[config.mk]
export PLATFORM = sky130hd
export DESIGN_NAME = idle_power_ctrl
export DESIGN_NICKNAME = d
export VERILOG_FILES = /design/src/rtl/idlepc_pkg.sv /design/src/rtl/irq_scan.sv /design/src/rtl/wake_arbiter.sv /design/src/rtl/idle_fsm.sv /design/src/rtl/idle_power_ctrl.sv
export SDC_FILE = /design/constraint.sdc
export NUM_CORES = 1
export LEC_CHECK = 0
export BUFFER_PORTS_ARGS = -buffer_cell sky130_fd_sc_hd__buf_2
export CAP_MARGIN = 20
export CORE_MARGIN = 2
export CORE_UTILIZATION = 25
export CTS_BUF_LIST = sky130_fd_sc_hd__clkbuf_8 sky130_fd_sc_hd__clkbuf_16
export CTS_CLUSTER_DIAMETER = 50
export DETAILED_ROUTE_END_ITERATION = 10
export PLACE_DENSITY = 0.52
export SLEW_MARGIN = 30
export SYNTH_ARGS = -nofsm -noshare
export SYNTH_HDL_FRONTEND = slang
export SYNTH_HIERARCHICAL = 1
export SYNTH_SLANG_ARGS = --single-unit
[constraint.sdc]
create_clock -name clk -period 3.1 [get_ports clk]
set_clock_uncertainty 0.05 [all_clocks]
set_input_delay 0.775 -clock clk [delete_from_list [all_inputs] [get_ports clk]]
set_output_delay 0.775 -clock clk [all_outputs]
set_load 0.01 [all_outputs]
[src/rtl/idlepc_pkg.sv]
package idlepc_pkg;
    typedef enum logic [1:0] {
        ST_RUN      = 2'd0,
        ST_ENTERING = 2'd1,
        ST_IDLE     = 2'd2,
        ST_WAKE     = 2'd3
    } pc_state_e;

    localparam int CAUSE_W   = 3;
    localparam int CAUSE_IRQ = 0;
    localparam int CAUSE_RST = 1;
    localparam int CAUSE_WDT = 2;
endpackage

[src/rtl/irq_scan.sv]
module irq_scan #(
    parameter int NUM_IRQ = 8,
    parameter int PRIO_W  = 3
) (
    input  logic [NUM_IRQ-1:0]        flag,
    input  logic [NUM_IRQ-1:0]        en,
    input  logic [NUM_IRQ*PRIO_W-1:0] prio,
    output logic                      hit,
    output logic [PRIO_W-1:0]         best
);
    logic [NUM_IRQ-1:0] live;
    logic [PRIO_W-1:0]  masked [NUM_IRQ];

    assign live = flag & en;
    assign hit  = |live;

    // Each line contributes its priority only when it is both raised and enabled.
    for (genvar g = 0; g < NUM_IRQ; g++) begin : g_line
        assign masked[g] = live[g] ? prio[g*PRIO_W +: PRIO_W] : '0;
    end

    always_comb begin
        best = '0;
        for (int i = 0; i < NUM_IRQ; i++) begin
            if (masked[i] > best) best = masked[i];
        end
    end
endmodule

[src/rtl/wake_arbiter.sv]
module wake_arbiter
    import idlepc_pkg::*;
#(
    parameter int PRIO_W = 3
) (
    input  logic               pend_irq,
    input  logic [PRIO_W-1:0]  pend_prio,
    input  logic               pend_rst,
    input  logic               hit,
    input  logic [PRIO_W-1:0]  best,
    input  logic               dev_reset,
    input  logic               wdt_timeout,
    input  logic [PRIO_W-1:0]  cpu_prio,
    output logic               wake_req,
    output logic [CAUSE_W-1:0] cause,
    output logic               res_next,
    output logic               res_vec
);
    logic              irq_any;
    logic [PRIO_W-1:0] eff_prio;

    assign irq_any = pend_irq | hit;

    always_comb begin
        if (pend_irq && hit) eff_prio = (pend_prio > best) ? pend_prio : best;
        else if (pend_irq)   eff_prio = pend_prio;
        else                 eff_prio = best;
    end

    always_comb begin
        cause    = '0;
        res_next = 1'b0;
        res_vec  = 1'b0;
        if (dev_reset || pend_rst) begin
            cause[CAUSE_RST] = 1'b1;
        end else if (wdt_timeout) begin
            cause[CAUSE_WDT] = 1'b1;
            res_next         = 1'b1;
        end else if (irq_any) begin
            cause[CAUSE_IRQ] = 1'b1;
            if (eff_prio > cpu_prio) res_vec  = 1'b1;
            else                     res_next = 1'b1;
        end
        wake_req = |cause;
    end
endmodule

[src/rtl/idle_fsm.sv]
module idle_fsm
    import idlepc_pkg::*;
#(
    parameter int PRIO_W = 3
) (
    input  logic               clk,
    input  logic               rst_n,
    input  logic               go_idle,
    input  logic               hit,
    input  logic [PRIO_W-1:0]  best,
    input  logic               dev_reset,
    input  logic               clk_keep,
    input  logic               wake_req,
    input  logic [CAUSE_W-1:0] cause_in,
    input  logic               next_in,
    input  logic               vec_in,
    output logic               pend_irq,
    output logic [PRIO_W-1:0]  pend_prio,
    output logic               pend_rst,
    output logic               in_idle,
    output logic               cpu_clk_en,
    output logic               wdt_clear,
    output logic               lprc_hold,
    output logic               wake_valid,
    output logic [CAUSE_W-1:0] wake_cause,
    output logic               resume_next,
    output logic               resume_vec
);
    pc_state_e          state, state_nx;
    logic               capture;
    logic [CAUSE_W-1:0] cause_q;
    logic               next_q, vec_q;

    always_comb begin
        state_nx = state;
        unique case (state)
            ST_RUN:      if (go_idle) state_nx = ST_ENTERING;
            ST_ENTERING: state_nx = ST_IDLE;
            ST_IDLE:     if (wake_req) state_nx = ST_WAKE;
            ST_WAKE:     state_nx = ST_RUN;
        endcase
    end

    // Requests that coincide with the strobe or fall in ENTERING are held.
    assign capture = (state == ST_RUN && go_idle) || (state == ST_ENTERING);
    assign in_idle = (state == ST_IDLE);

    always_ff @(posedge clk or negedge rst_n) begin
        if (!rst_n) begin
            state     <= ST_RUN;
            pend_irq  <= 1'b0;
            pend_prio <= '0;
            pend_rst  <= 1'b0;
            cause_q   <= '0;
            next_q    <= 1'b0;
            vec_q     <= 1'b0;
        end else begin
            state <= state_nx;
            if (state == ST_WAKE) begin
                pend_irq  <= 1'b0;
                pend_prio <= '0;
                pend_rst  <= 1'b0;
            end else if (capture) begin
                if (hit) begin
                    pend_irq <= 1'b1;
                    if (!pend_irq || best > pend_prio) pend_prio <= best;
                end
                if (dev_reset) pend_rst <= 1'b1;
            end
            if (state == ST_IDLE && wake_req) begin
                cause_q <= cause_in;
                next_q  <= next_in;
                vec_q   <= vec_in;
            end
        end
    end

    always_comb begin
        cpu_clk_en  = 1'b1;
        wdt_clear   = 1'b0;
        lprc_hold   = 1'b0;
        wake_valid  = 1'b0;
        wake_cause  = '0;
        resume_next = 1'b0;
        resume_vec  = 1'b0;
        unique case (state)
            ST_RUN: ;
            ST_ENTERING: begin
                cpu_clk_en = 1'b0;
                wdt_clear  = 1'b1;
                lprc_hold  = clk_keep;
            end
            ST_IDLE: begin
                cpu_clk_en = 1'b0;
                lprc_hold  = clk_keep;
            end
            ST_WAKE: begin
                wake_valid  = 1'b1;
                wake_cause  = cause_q;
                resume_next = next_q;
                resume_vec  = vec_q;
            end
        endcase
    end
endmodule

[src/rtl/idle_power_ctrl.sv]
module idle_power_ctrl
    import idlepc_pkg::*;
#(
    parameter int NUM_IRQ = 8,
    parameter int PRIO_W  = 3
) (
    input  logic                      clk,
    input  logic                      rst_n,
    input  logic                      pwrsav_strobe,
    input  logic                      pwrsav_mode,
    input  logic [NUM_IRQ-1:0]        irq_flag,
    input  logic [NUM_IRQ-1:0]        irq_en,
    input  logic [NUM_IRQ*PRIO_W-1:0] irq_prio,
    input  logic [PRIO_W-1:0]         cpu_prio,
    input  logic                      dev_reset,
    input  logic                      wdt_timeout,
    input  logic                      wdt_enable,
    input  logic                      fscm_enable,
    output logic                      cpu_clk_en,
    output logic                      wdt_clear,
    output logic                      lprc_hold,
    output logic                      idle_active,
    output logic                      wake_valid,
    output logic [2:0]                wake_cause,
    output logic                      resume_next,
    output logic                      resume_vec
);
    logic               hit, wake_req, res_next, res_vec;
    logic               pend_irq, pend_rst;
    logic [PRIO_W-1:0]  best, pend_prio;
    logic [CAUSE_W-1:0] cause;

    irq_scan #(.NUM_IRQ(NUM_IRQ), .PRIO_W(PRIO_W)) u_scan (
        .flag (irq_flag),
        .en   (irq_en),
        .prio (irq_prio),
        .hit  (hit),
        .best (best)
    );

    wake_arbiter #(.PRIO_W(PRIO_W)) u_arb (
        .pend_irq    (pend_irq),
        .pend_prio   (pend_prio),
        .pend_rst    (pend_rst),
        .hit         (hit),
        .best        (best),
        .dev_reset   (dev_reset),
        .wdt_timeout (wdt_timeout),
        .cpu_prio    (cpu_prio),
        .wake_req    (wake_req),
        .cause       (cause),
        .res_next    (res_next),
        .res_vec     (res_vec)
    );

    idle_fsm #(.PRIO_W(PRIO_W)) u_fsm (
        .clk         (clk),
        .rst_n       (rst_n),
        .go_idle     (pwrsav_strobe & pwrsav_mode),
        .hit         (hit),
        .best        (best),
        .dev_reset   (dev_reset),
        .clk_keep    (wdt_enable | fscm_enable),
        .wake_req    (wake_req),
        .cause_in    (cause),
        .next_in     (res_next),
        .vec_in      (res_vec),
        .pend_irq    (pend_irq),
        .pend_prio   (pend_prio),
        .pend_rst    (pend_rst),
        .in_idle     (idle_active),
        .cpu_clk_en  (cpu_clk_en),
        .wdt_clear   (wdt_clear),
        .lprc_hold   (lprc_hold),
        .wake_valid  (wake_valid),
        .wake_cause  (wake_cause),
        .resume_next (resume_next),
        .resume_vec  (resume_vec)
    );
endmodule

# --- Word level (Yosys, flattened, before mapping) ---
# Index checks and enable logic that the tools add are counted.
totals:
  output_inout_bits: 10
  input_bits: 51
  elab_cells: 99
  register_bits: 12
classes:
  order_cmp: 11
  n_bitwise: 4
  reduce_logical: 19
  n_eq_ne: 5
  muxes: 53
op_table:
  columns: ["operator", "count"]
  rows:
  - ["two-way mux 3 bit", 24]
  - ["greater-than comparator 3 bit", 10]
  - ["two-way mux 1 bit", 26]
  - ["bitwise AND 8 bit", 1]
  - ["one-hot mux 2 bit (4 select lines)", 1]
  - ["nonzero test 2 bit", 4]
  - ["OR reduction 8 bit", 1]
  - ["AND reduction 2 bit", 3]
  - ["== test 2 bit, second input constant", 2]
  - ["two-way mux 2 bit", 2]
  - ["inequality test 2 x 1 -> 1 bit, second input constant", 2]
  - ["greater-than comparator 3 x 1 -> 1 bit, second input constant", 1]
  - ["logical AND 1 bit", 3]
  - ["logical OR 1 bit", 3]
  - ["AND reduction 3 bit", 1]
  - ["OR reduction 3 bit", 1]
  - ["== test 2 x 1 -> 1 bit, second input constant", 1]
  - ["logical NOT 2 bit", 1]
  - ["OR 1 bit", 2]
  - ["OR reduction 2 bit", 1]
  - ["bitwise AND 1 bit", 1]
  - ["logical NOT 1 bit", 1]

# --- Longest topological paths before layout ---
# Gate-level depths: netlist (run 1).
depth:
  word_depth: 26
  mapped_depth: 54
  mapped_depth_nobuf: 54

# --- Modules after synthesis ---
# Netlist (run 1), hierarchy kept.
modules_own_cells:
  columns: ["mod", "seq_area_each_um2", "area_each_um2", "instances", "cells_per_inst"]
  rows:
  - ["irq_scan", 0.0, 1074.8, 1, 150]
  - ["idle_fsm", 300.3, 705.7, 1, 65]
  - ["wake_arbiter", 0.0, 255.2, 1, 34]
  - ["idle_power_ctrl", 0.0, 12.5, 1, 2]

# --- Least setup slack after synthesis (run 1) ---
# OpenSTA, ideal clock, no wires.
synth_path:
  path_type: "input-to-reg"
  start: "input irq_prio[5]"
  end: "register u_fsm.vec_q"
  setup_time_ns: 0.125
  stages: 48
  path_slack_ns: -7.467
  required_time_ns: 2.925
  t_arrival_ns: 10.392
  n_path_buf: 0
  path_cell_list: "and3_1 > ha_1 > nand3b_1 > a32oi_1 > mux2i_1 > inv_1 > ha_1 > nand3b_1 > a32oi_2 > o21ai_0 > ha_1 > nand3b_1 > nand2_1 > a21o_1 > o21ai_0 > ha_1 > a21oi_1 > a32oi_2 > [12 not listed] > o31a_4 > ha_1 > nor2b_1 > o21a_1 > o21ai_1 > mux2i_1 > inv_1 > ha_1 > a21oi_1 > a21oi_2 > o21ai_2 > mux2_1 > ha_1 > nor2b_1 > o21ai_0 > nand2b_1 > and3_1 > mux2_2"
synth_via:
  elab_chain_cells: 23
  word_cells_on_any_way: 24
  cone_classes: "9 x order compare; 15 x mux"
synth_lines:
  columns: ["element", "line_no", "source"]
  rows:
  - ["start, declared", "idle_power_ctrl.sv:13", "input logic [NUM_IRQ*PRIO_W-1:0] irq_prio,"]
  - ["two-way mux 3 bit (*)", "irq_scan.sv:19", "assign masked[g] = live[g] ? prio[g*PRIO_W +: PRIO_W] : '0;"]
  - ["greater-than comparator 3 bit", "irq_scan.sv:25", "if (masked[i] > best) best = masked[i];"]
  - ["two-way mux 3 bit (*)", "irq_scan.sv:25", null]
  - ["greater-than comparator 3 bit", "irq_scan.sv:25", null]
  - ["two-way mux 3 bit (*)", "irq_scan.sv:25", null]
  - ["greater-than comparator 3 bit", "irq_scan.sv:25", null]
  - ["two-way mux 3 bit (*)", "irq_scan.sv:25", null]
  - ["greater-than comparator 3 bit", "irq_scan.sv:25", null]
  - ["[7 not listed]", null, null]
  - ["named net best[2]", "idle_power_ctrl.sv:30", "logic [PRIO_W-1:0] best, pend_prio;"]
  - ["[1 not listed]", null, null]
  - ["two-way mux 3 bit", "wake_arbiter.sv:25", "if (pend_irq && hit) eff_prio = (pend_prio > best) ? pend_prio : best;"]
  - ["two-way mux 3 bit (*)", "wake_arbiter.sv:25", null]
  - ["greater-than comparator 3 bit (*)", "wake_arbiter.sv:41", "if (eff_prio > cpu_prio) res_vec = 1'b1;"]
  - ["two-way mux 1 bit (*)", "wake_arbiter.sv:41", null]
  - ["two-way mux 1 bit (*)", "wake_arbiter.sv:39", "end else if (irq_any) begin"]
  - ["two-way mux 1 bit (*)", "wake_arbiter.sv:36", "end else if (wdt_timeout) begin"]
  - ["two-way mux 1 bit (*)", "wake_arbiter.sv:34", "if (dev_reset || pend_rst) begin"]
  - ["named net res_vec", "idle_power_ctrl.sv:28", "logic hit, wake_req, res_next, res_vec;"]
  - ["end signal, assigned", "idle_fsm.sv:73", "vec_q <= vec_in;"]
  - ["end, declared", "idle_fsm.sv:32", "logic next_q, vec_q;"]
# Mark *: on every way through the listed nets, which the timed path passes. The rest lies on a longest branch.
# A chain may end at the register's enable or synchronous reset.

# --- Worst setup path after layout (run 1) ---
layout_path:
  start: "input irq_flag[1]"
  end: "register u_fsm.vec_q"
layout_via:
  elab_chain_cells: 24
  word_cells_on_any_way: 33
  cone_classes: "9 x order compare; 18 x mux; 2 x bitwise; 4 x reduce/logical"
layout_lines:
  columns: ["element", "line_no", "source"]
  rows:
  - ["start, declared", "idle_power_ctrl.sv:11", "input logic [NUM_IRQ-1:0] irq_flag,"]
  - ["bitwise AND 8 bit (*)", "irq_scan.sv:14", "assign live = flag & en;"]
  - ["two-way mux 3 bit (*)", "irq_scan.sv:19", null]
  - ["greater-than comparator 3 bit", "irq_scan.sv:25", null]
  - ["two-way mux 3 bit (*)", "irq_scan.sv:25", null]
  - ["greater-than comparator 3 bit", "irq_scan.sv:25", null]
  - ["two-way mux 3 bit (*)", "irq_scan.sv:25", null]
  - ["greater-than comparator 3 bit", "irq_scan.sv:25", null]
  - ["two-way mux 3 bit (*)", "irq_scan.sv:25", null]
  - ["[8 not listed]", null, null]
  - ["named net best[0]", "idle_power_ctrl.sv:30", null]
  - ["[1 not listed]", null, null]
  - ["two-way mux 3 bit", "wake_arbiter.sv:25", null]
  - ["two-way mux 3 bit (*)", "wake_arbiter.sv:25", null]
  - ["greater-than comparator 3 bit (*)", "wake_arbiter.sv:41", null]
  - ["two-way mux 1 bit (*)", "wake_arbiter.sv:41", null]
  - ["two-way mux 1 bit (*)", "wake_arbiter.sv:39", null]
  - ["two-way mux 1 bit (*)", "wake_arbiter.sv:36", null]
  - ["two-way mux 1 bit (*)", "wake_arbiter.sv:34", null]
  - ["named net res_vec", "idle_power_ctrl.sv:28", null]
# Marks and branches as above.

==> out/summary.txt, run 1 <==
Worst-Margin Slew = 405 ps
Slew margin rel. = 0.730
Clock latency at the later pin of the worst-skew pair = 230 ps
Number of max-cap violations = 0
PD cells = 1410 nW/µm²
Core area = 8090 µm²
Most common library cells after synthesis = ha_1, inv_1, nand3_1
GRT Util Overall = 0.152
Layout net count = 519
CTS Buffer Depth = 2
Final hold vios = 0
Root Buffer = clkbuf_8
Port Buffers = 60
Syn_nets = 337
Initial antenna violation count = 0
Global route total overflow = 0
Worst setup EP type = flip-flop
Area grow syn2layout = 89.4%
CTS Buf Count = 3
Synth top area share = 0.214
Critical-path maximum fanout = 6
Crit path top cell by count = ha_4
P_leak = 1.95 nW
Fin. max-slew vios = 0
Synth cell types = 48
Fin crit share = 3.26
Layout cell share with drive strength beyond 1 = 0.599
Vias = 2535
WL/cell = 12.6 µm
Number of global-route vias before repair = 2675
Initial drt markers = 32
Total wire length = 6770 µm
Most common cell in the netlist = ha_1
Type of origin of the critical path = input port
Cells after synthesis = 251
Critical path arrival = 10180 ps
EDFF count, synth = 0
Post-synth ARST share = 1.00
Placed Area = 3240 µm²
Drt pass-1 iters = 4
Max Clk Rate = 0.0989 GHz
Worst slack at placement = -7500 ps
CP max stage delay = 320 ps
Primary FF master, synth = dfrtp_1
Minimum clock period = 10110 ps
Setup Viol. Count Final = 5
Max VDD drop = 734 µV
Post-Layout Cell Count = 536
First-pass GRT wire length = 11300 µm
Synth top area cells = ha_1, dfrtp_1, nand3_1
Residual DRC = 0
Area of the die = 8930 µm²
H-tree levels = 1
Critical path class = input port to flip-flop
Area leader, netlist = ha_1
Overall Power = 5.49 mW
Mapped Avg Cell Area = 8.16 µm²
HPWL after detailed placement = 5120 µm
Largest net degree at the start of global routing = 15
RSZ-0062 raised after global routing = yes
Post-synthesis register bit count = 12
# clock sinks = 12
Min-delay worst type = input port to async pin
Diode count = 0
CTS hold repair buffers = 0
Sequential fraction of the synthesis area = 0.147
Final ANT Viol Nets = 0
Setup WS post-layout = -7010 ps
DIE WIDTH = 94.5 µm
Site row count = 33
CP Data Required Time = 3170 ps
Outcome = finished with violations
Hold Slack = 363 ps
Initial Util = 0.253
RePlAce Congestion = 0.820
Worst path slowest cell = mux2_4
DIE HEIGHT = 94.5 µm
Placed insts = 497
Final Cell Area = 3880 µm²
Mapped Area = 2050 µm²
Vias per cell = 4.73
I/O pin count = 61
Clock slew at reported path FFs = 50 ps
Yosys Warn Count = 6
CTS tree = yes
Failing checks = setup timing
[per-stage QoR]
stage	utilization	TNS (ps)
2_1_floorplan	-	-31900
3_3_place_gp	0.400	-35040
3_5_place_dp	0.400	-35090
4_1_cts	0.457	-33540
5_1_grt	0.479	-36700
6_report	0.479	-34300
[worst max-delay path: cells and delay by family]
kind / cells / cell delay (ps)
adder cells (fa/ha/maj): 9 / 2090
AND/OR/NAND/NOR: 19 / 2530
AO/OA/AOI/OAI: 19 / 3380
buffers and inverters: 2 / 200
multiplexers: 4 / 1170
[cell type report]
type,instances,area (µm²)
Fill cell,798,4210
Multi-Input combinational cell,214,2100
Timing Repair Buffer,179,1220
Sequential cell,12,300
Tap cell,105,131
Inverter,23,86.3
Clock buffer,3,41.3
[cells in the final DEF (no fill, tap or decap), types with 10 or more instances in the layout]
master	netlist	routed
and3_1	12	10
buf_2	1	55
ha_4	0	11
ha_1	35	22
buf_4	0	119
nand2_1	19	17
nand3_1	20	15
dfrtp_1	12	12
inv_1	23	22
[final timing paths]
| kind | startpoint | to | slack (ps) | depth (start not counted) |
|---|---|---|---|---|
| max | irq_flag[1] | u_fsm/vec_q | -7010 | 53 |
| min | rst_n | u_fsm/cause_q[0] | 360 | 1 |
| max reg2reg | u_fsm/pend_prio[2] | u_fsm/vec_q | 470 | 11 |
| min reg2reg | u_fsm/pend_rst | u_fsm/pend_rst | 440 | 2 |
| max in group asynchronous | rst_n | u_fsm/pend_prio[0] | 2420 | 1 |
| min in group clk | u_fsm/pend_rst | u_fsm/pend_rst | 440 | 2 |
[per-layer routing]
metal  vias up  GRT usage  wire length, µm
met1      1187      0.171             2800
met3         8     0.0176              327
met5         -          0                0
li1       1282          -                -
met4         0     0.0362               78
met2        58      0.301             3560
[flip-flops by register name, indices dropped and copies added (netlist names)]
register	flops
u_fsm/vec_q	1
u_fsm/pend_rst	1
u_fsm/pend_irq	1
u_fsm/pend_prio	3
u_fsm/cause_q	3
u_fsm/next_q	1
u_fsm/state	2
[kinds of logic after synthesis]
family	share of synthesized area
AOI/OAI and AO/OA	0.220
adders and majority gates	0.214
buffers and inverters	0.0464
DFF	0.147
muxes	0.0837
and+or+nand+nor	0.290
[report_power, final]
| part | total, mW | leakage [nW] | switching (mW) | internal (mW) |
|---|---|---|---|---|
| registers | 0.276 | 0.152 | 0.0536 | 0.222 |
| clock network | 0.135 | 0.0216 | 0.0496 | 0.0850 |
| logic | 5.08 | 1.78 | 2.16 | 2.92 |
| total | 5.49 | 1.95 | 2.27 | 3.22 |
[timing repair]
action,in CTS,in global routing
buffers inserted,31,5
setup endpoints to repair,5,5
pin swaps,31,33
gates cloned,0,0
gates resized for setup,35,29
No activity file was read; power rests on OpenSTA's default activity.
==> run 2: changes to the inputs <==
--- a/config.mk
+++ b/config.mk
@@ -13,6 +13,7 @@
 export CTS_CLUSTER_DIAMETER = 50
 export DETAILED_ROUTE_END_ITERATION = 10
 export PLACE_DENSITY = 0.52
+export SKIP_CTS_REPAIR_TIMING = 1
 export SLEW_MARGIN = 30
 export SYNTH_ARGS = -nofsm -noshare
 export SYNTH_HDL_FRONTEND = slang
==> out/summary.txt, run 2 (synthesized netlist as in run 1, its figures left out) <==
Fill cell count = 810 (+1.5%)
DIE HEIGHT = 94.5 µm (unchanged)
Vias = 2414 (-4.8%)
Most frequent cells in the layout = buf_4, buf_2, inv_1, ha_1, nand2_1
Critical-path maximum fanout = 6 (unchanged)
Worst path slowest cell = mux2_4
Critical path arrival = 10170 ps (about the same)
Failing checks = setup timing
Area of the multi-input gates = 2120 µm² (+1.0%)
Type of origin of the critical path = input port
P_leak = 1.85 nW (-5.4%)
Aggregate negative setup slack = -32400 ps (+1910 ps)
WL/cell = 12.5 µm (-0.68%)
Number of global-route vias before repair = 2354 (-12%)
Initial drt markers = 55 (+72%)
Setup WS post-layout = -7000 ps (+9.86 ps)
Diode count = 0 (unchanged)
Critical path class = input port to flip-flop
Post-Layout Cell Count = 510 (-4.9%)
Fin. max-slew vios = 0 (unchanged)
Min-delay worst type = input port to async pin
Number of max-cap violations = 0 (unchanged)
Final hold vios = 0 (unchanged)
RSZ-0062 raised after global routing = yes
CP Data Required Time = 3170 ps (about the same)
Max VDD drop = 691 µV (-5.9%)
Minimum clock period = 10100 ps (-9.86 ps)
Overall Power = 5.09 mW (-7.3%)
Clock slew at reported path FFs = 50 ps (about the same)
FF+latch area = 300 µm² (unchanged)
GRT Util Overall = 0.134 (-0.0178)
CTS tree = yes
First-pass GRT wire length = 9980 µm (-11%)
Total wire length = 6400 µm (-5.5%)
Global route total overflow = 0 (unchanged)
Area grow syn2layout = 81.0%
Vias per cell = 4.73 (about the same)
PD cells = 1370 nW/µm² (-3.0%)
Max Clk Rate = 0.0990 GHz (about the same)
Drt pass-1 iters = 4 (unchanged)
# clock sinks = 12 (unchanged)
CP max stage delay = 340 ps (+20 ps)
Bufs and invs on worst path = 5 (+3)
Layout net count = 493 (-5.0%)
Initial Util = 0.253 (unchanged)
Fin crit share = 3.26 (about the same)
Core area = 8090 µm² (unchanged)
Hold Slack = 363 ps (-0.556 ps)
I/O pin count = 61 (unchanged)
Most common cell after layout, fill and taps aside = buf_4
Worst setup EP type = flip-flop
H-tree levels = 1 (unchanged)
Site row count = 33 (unchanged)
Crit path top cell by count = ha_4
Largest regs = u_fsm/cause_q: 3 flops, u_fsm/pend_prio: 3 flops, u_fsm/state: 2 flops
Largest net degree at the start of global routing = 15 (unchanged)
Clock latency at the later pin of the worst-skew pair = 230 ps (about the same)
Root Buffer = clkbuf_8
CTS Buffer Depth = 2 (unchanged)
Outcome = finished with violations
Final ANT Viol Nets = 0 (unchanged)
Worst-Margin Slew = 403 ps (-1.50 ps)
Placed insts = 497 (unchanged)
CTS Buf Count = 3 (unchanged)
Crit-path leading delay family = compound AO/OA/AOI/OAI gates
HPWL after detailed placement = 5120 µm (unchanged)
RePlAce Congestion = 0.820 (unchanged)
DIE WIDTH = 94.5 µm (unchanged)
Port Buffers = 60 (unchanged)
Worst slack at placement = -7500 ps (unchanged)
Area of the die = 8930 µm² (unchanged)
Initial antenna violation count = 0 (unchanged)
Layout cell share with drive strength beyond 1 = 0.585 (-0.0134)
Residual DRC = 0 (unchanged)
Slew margin rel. = 0.731 (+0.00100)
Setup Viol. Count Final = 5 (unchanged)
-- run 2: routing by layer --
layer,GRT usage,share of wire
met5,0,0
met4,0.0229,0.0039
met3,0.0120,0.040
met2,0.257,0.52
met1,0.164,0.44
-- run 2: final timing paths --
path	startpoint	end	slack, ps	cells after the start
setup reg to reg	u_fsm/pend_prio[0]	u_fsm/vec_q	420	12
setup / recovery	irq_flag[1]	u_fsm/vec_q	-7000	51
min in group clk	u_fsm/pend_rst	u_fsm/pend_rst	440	2
max in group asynchronous	rst_n	u_fsm/state[1]	2420	1
hold reg to reg	u_fsm/pend_rst	u_fsm/pend_rst	440	2
hold / removal	rst_n	u_fsm/cause_q[0]	360	1
-- run 2: metrics by stage --
stage                     utilization  area [µm²]
final                           0.458        3710
after global routing            0.458        3710
after CTS                       0.405        3280
after detailed placement        0.400        3240
after global placement          0.400        3240
after floorplan                     -        2190
-- run 2: report_power, final --
part           switching, mW  internal [mW]
logic                   2.15           2.53
clock network         0.0496         0.0850
registers             0.0539          0.222
total                   2.25           2.84
-- run 2: layout make-up --
cell class              instances  area share
multi-input cells             214       0.571
repair buffers                153       0.278
flip-flops and latches         12      0.0810
well taps                     105      0.0354
inverters                      23      0.0233
clock buffers                   3      0.0111
==> run 3: changes to the inputs <==
==> constraint.sdc (replaced) <==
create_clock -name clk -period 11.9 [get_ports clk]
set_clock_uncertainty 0.05 [all_clocks]
set_input_delay 2.975 -clock clk [delete_from_list [all_inputs] [get_ports clk]]
set_output_delay 2.975 -clock clk [all_outputs]
set_load 0.01 [all_outputs]
==> out/summary.txt, run 3 (synthesized netlist as in run 1, its figures left out) <==
# clock sinks = 12 (unchanged)
Critical-path maximum fanout = 6 (unchanged)
Setup WS post-layout = -351 ps (+6650 ps)
Vias per cell = 4.75 (+0.42%)
Critical path class = input port to flip-flop
CTS tree = yes
Fin crit share = 1.03
Most frequent cells in the layout = buf_4, buf_2, inv_1
Largest regs = u_fsm/cause_q: 3 flops, u_fsm/pend_prio: 3 flops, u_fsm/state: 2 flops
Overall Power = 1.33 mW (-74%)
CP Data Required Time = 11970 ps (+8800 ps)
Initial antenna violation count = 0 (unchanged)
Total wire length = 6170 µm (-3.6%)
HPWL after detailed placement = 4970 µm (-3.1%)
Largest net degree at the start of global routing = 15 (unchanged)
P_leak = 1.68 nW (-9.1%)
RSZ-0062 raised after global routing = yes
Worst r2r path cells = 12 (unchanged)
DIE WIDTH = 94.5 µm (unchanged)
RR Endpoint = u_fsm/vec_q
Final hold vios = 0 (unchanged)
Number of global-route vias before repair = 2253 (-4.3%)
R2R Path Start = u_fsm/pend_prio[0]
Layout net count = 460 (-6.7%)
Port Buffers = 60 (unchanged)
FF-to-FF setup slack = 9260 ps (+8840 ps)
DIE HEIGHT = 94.5 µm (unchanged)
Outcome = finished with violations
Worst path slowest cell = mux2_4
Vias = 2272 (-5.9%)
Type of origin of the critical path = input port
Hold path start = u_fsm/pend_rst
Share of power burned in registers = 0.054 (about the same)
CTS Buffer Depth = 2 (unchanged)
Failing checks = setup timing
Max VDD drop = 173 µV (-75%)
First-pass GRT wire length = 9400 µm (-5.7%)
Minimum clock period = 12250 ps
RePlAce Congestion = 0.788 (-3.9%)
Area of the die = 8930 µm² (unchanged)
Initial Util = 0.253 (unchanged)
I/O pin count = 61 (unchanged)
GRT Util Overall = 0.129 (-0.00521)
Worst setup EP type = flip-flop
Worst-Margin Slew = 441 ps (+37.7 ps)
Root Buffer = clkbuf_8
CP max stage delay = 340 ps (about the same)
Final core occ = 0.429 (-0.0292)
Switch Pwr = 0.578 mW (-74%)
CTS Buf Count = 3 (unchanged)
Min-delay worst type = flip-flop to flip-flop
Critical path arrival = 12320 ps (+2150 ps)
H-tree levels = 1 (unchanged)
Layout cell share with drive strength beyond 1 = 0.555 (-0.0302)
WL/cell = 12.9 µm (+2.8%)
Fin. max-slew vios = 0 (unchanged)
Clock latency at the later pin of the worst-skew pair = 240 ps (about the same)
Comb pwr share = 0.913 (-0.006)
Diode count = 0 (unchanged)
Site row count = 33 (unchanged)
Crit path top cell by count = ha_4
Residual DRC = 0 (unchanged)
Setup Viol. Count Final = 2 (-3)
Switching share of power = 0.435 (-0.00723)
Slew margin rel. = 0.706 (-0.0251)
Core area = 8090 µm² (unchanged)
Most common cell after layout, fill and taps aside = buf_4
Max Clk Rate = 0.0816 GHz
Initial drt markers = 48 (-13%)
Clock slew at reported path FFs = 50 ps (about the same)
Worst hold path stage count = 2
Clk network pwr share = 0.033 (+0.007)
Final ANT Viol Nets = 0 (unchanged)
Global route total overflow = 0 (unchanged)
Cell Int Power = 0.752 mW (-74%)
WHS Endpoint = u_fsm/pend_rst
Drt pass-1 iters = 4 (unchanged)
PD cells = 383 nW/µm² (-72%)
Number of max-cap violations = 0 (unchanged)
Area grow syn2layout = 69.5%
run 3: area by class of cell:
class | instances | area (µm²)
multi-input combinational | 214 | 2120
sequential | 12 | 300
timing repair buffer | 120 | 776
tap | 105 | 131
inverter | 23 | 86.3
fill | 813 | 4620
clock buffer | 4 | 55.1
run 3: routing by layer:
layer / up-vias / routed length [µm] / GRT usage
met5: - / 0 / 0
met4: 0 / 32 / 0.0350
met3: 4 / 212 / 0.00638
met2: 50 / 3050 / 0.242
met1: 1050 / 2870 / 0.160
li1: 1168 / - / -
run 3: how the worst max path moves through the flow:
stage	endpoint	cells after the start	from	slack, ps
global route	u_fsm/vec_q	55	irq_en[0]	-870
floorplan	u_fsm/vec_q	49	irq_prio[5]	-360
finish	u_fsm/vec_q	55	irq_flag[1]	-350
CTS	u_fsm/vec_q	52	irq_flag[1]	-510
global placement	u_fsm/vec_q	51	irq_flag[1]	-620
detailed placement	u_fsm/vec_q	52	irq_flag[1]	-720
run 3: stage by stage:
stage	worst slack [ps]	area, µm²	cells	setup TNS [ps]	hold WS (ps)
after floorplan	-364	2190	251	-670	405
after global placement	-622	3010	467	-1230	426
after detailed placement	-723	3010	467	-1510	432
after CTS	-506	3070	471	-988	444
after global routing	-870	3470	478	-1720	465
final	-351	3470	478	-635	438
run 3: power groups by stage:
stage / sequential (mW) / combinational, mW / clock, mW
floorplan: 0.0679 / 0.715 / 0
finish: 0.0721 / 1.21 / 0.0440
detailed placement: 0.0720 / 1.03 / 0
global placement: 0.0716 / 1.01 / 0
global route: 0.0742 / 1.34 / 0.0475
CTS: 0.0714 / 1.04 / 0.0456
run 3: critical path: cells and delay by family:
family                     cells  cell delay [ps]
AOI/OAI and AO/OA             23             3750
muxes                          4             1230
buffers and inverters          4              480
and+or+nand+nor               15             1850
adders and majority gates      9             2050
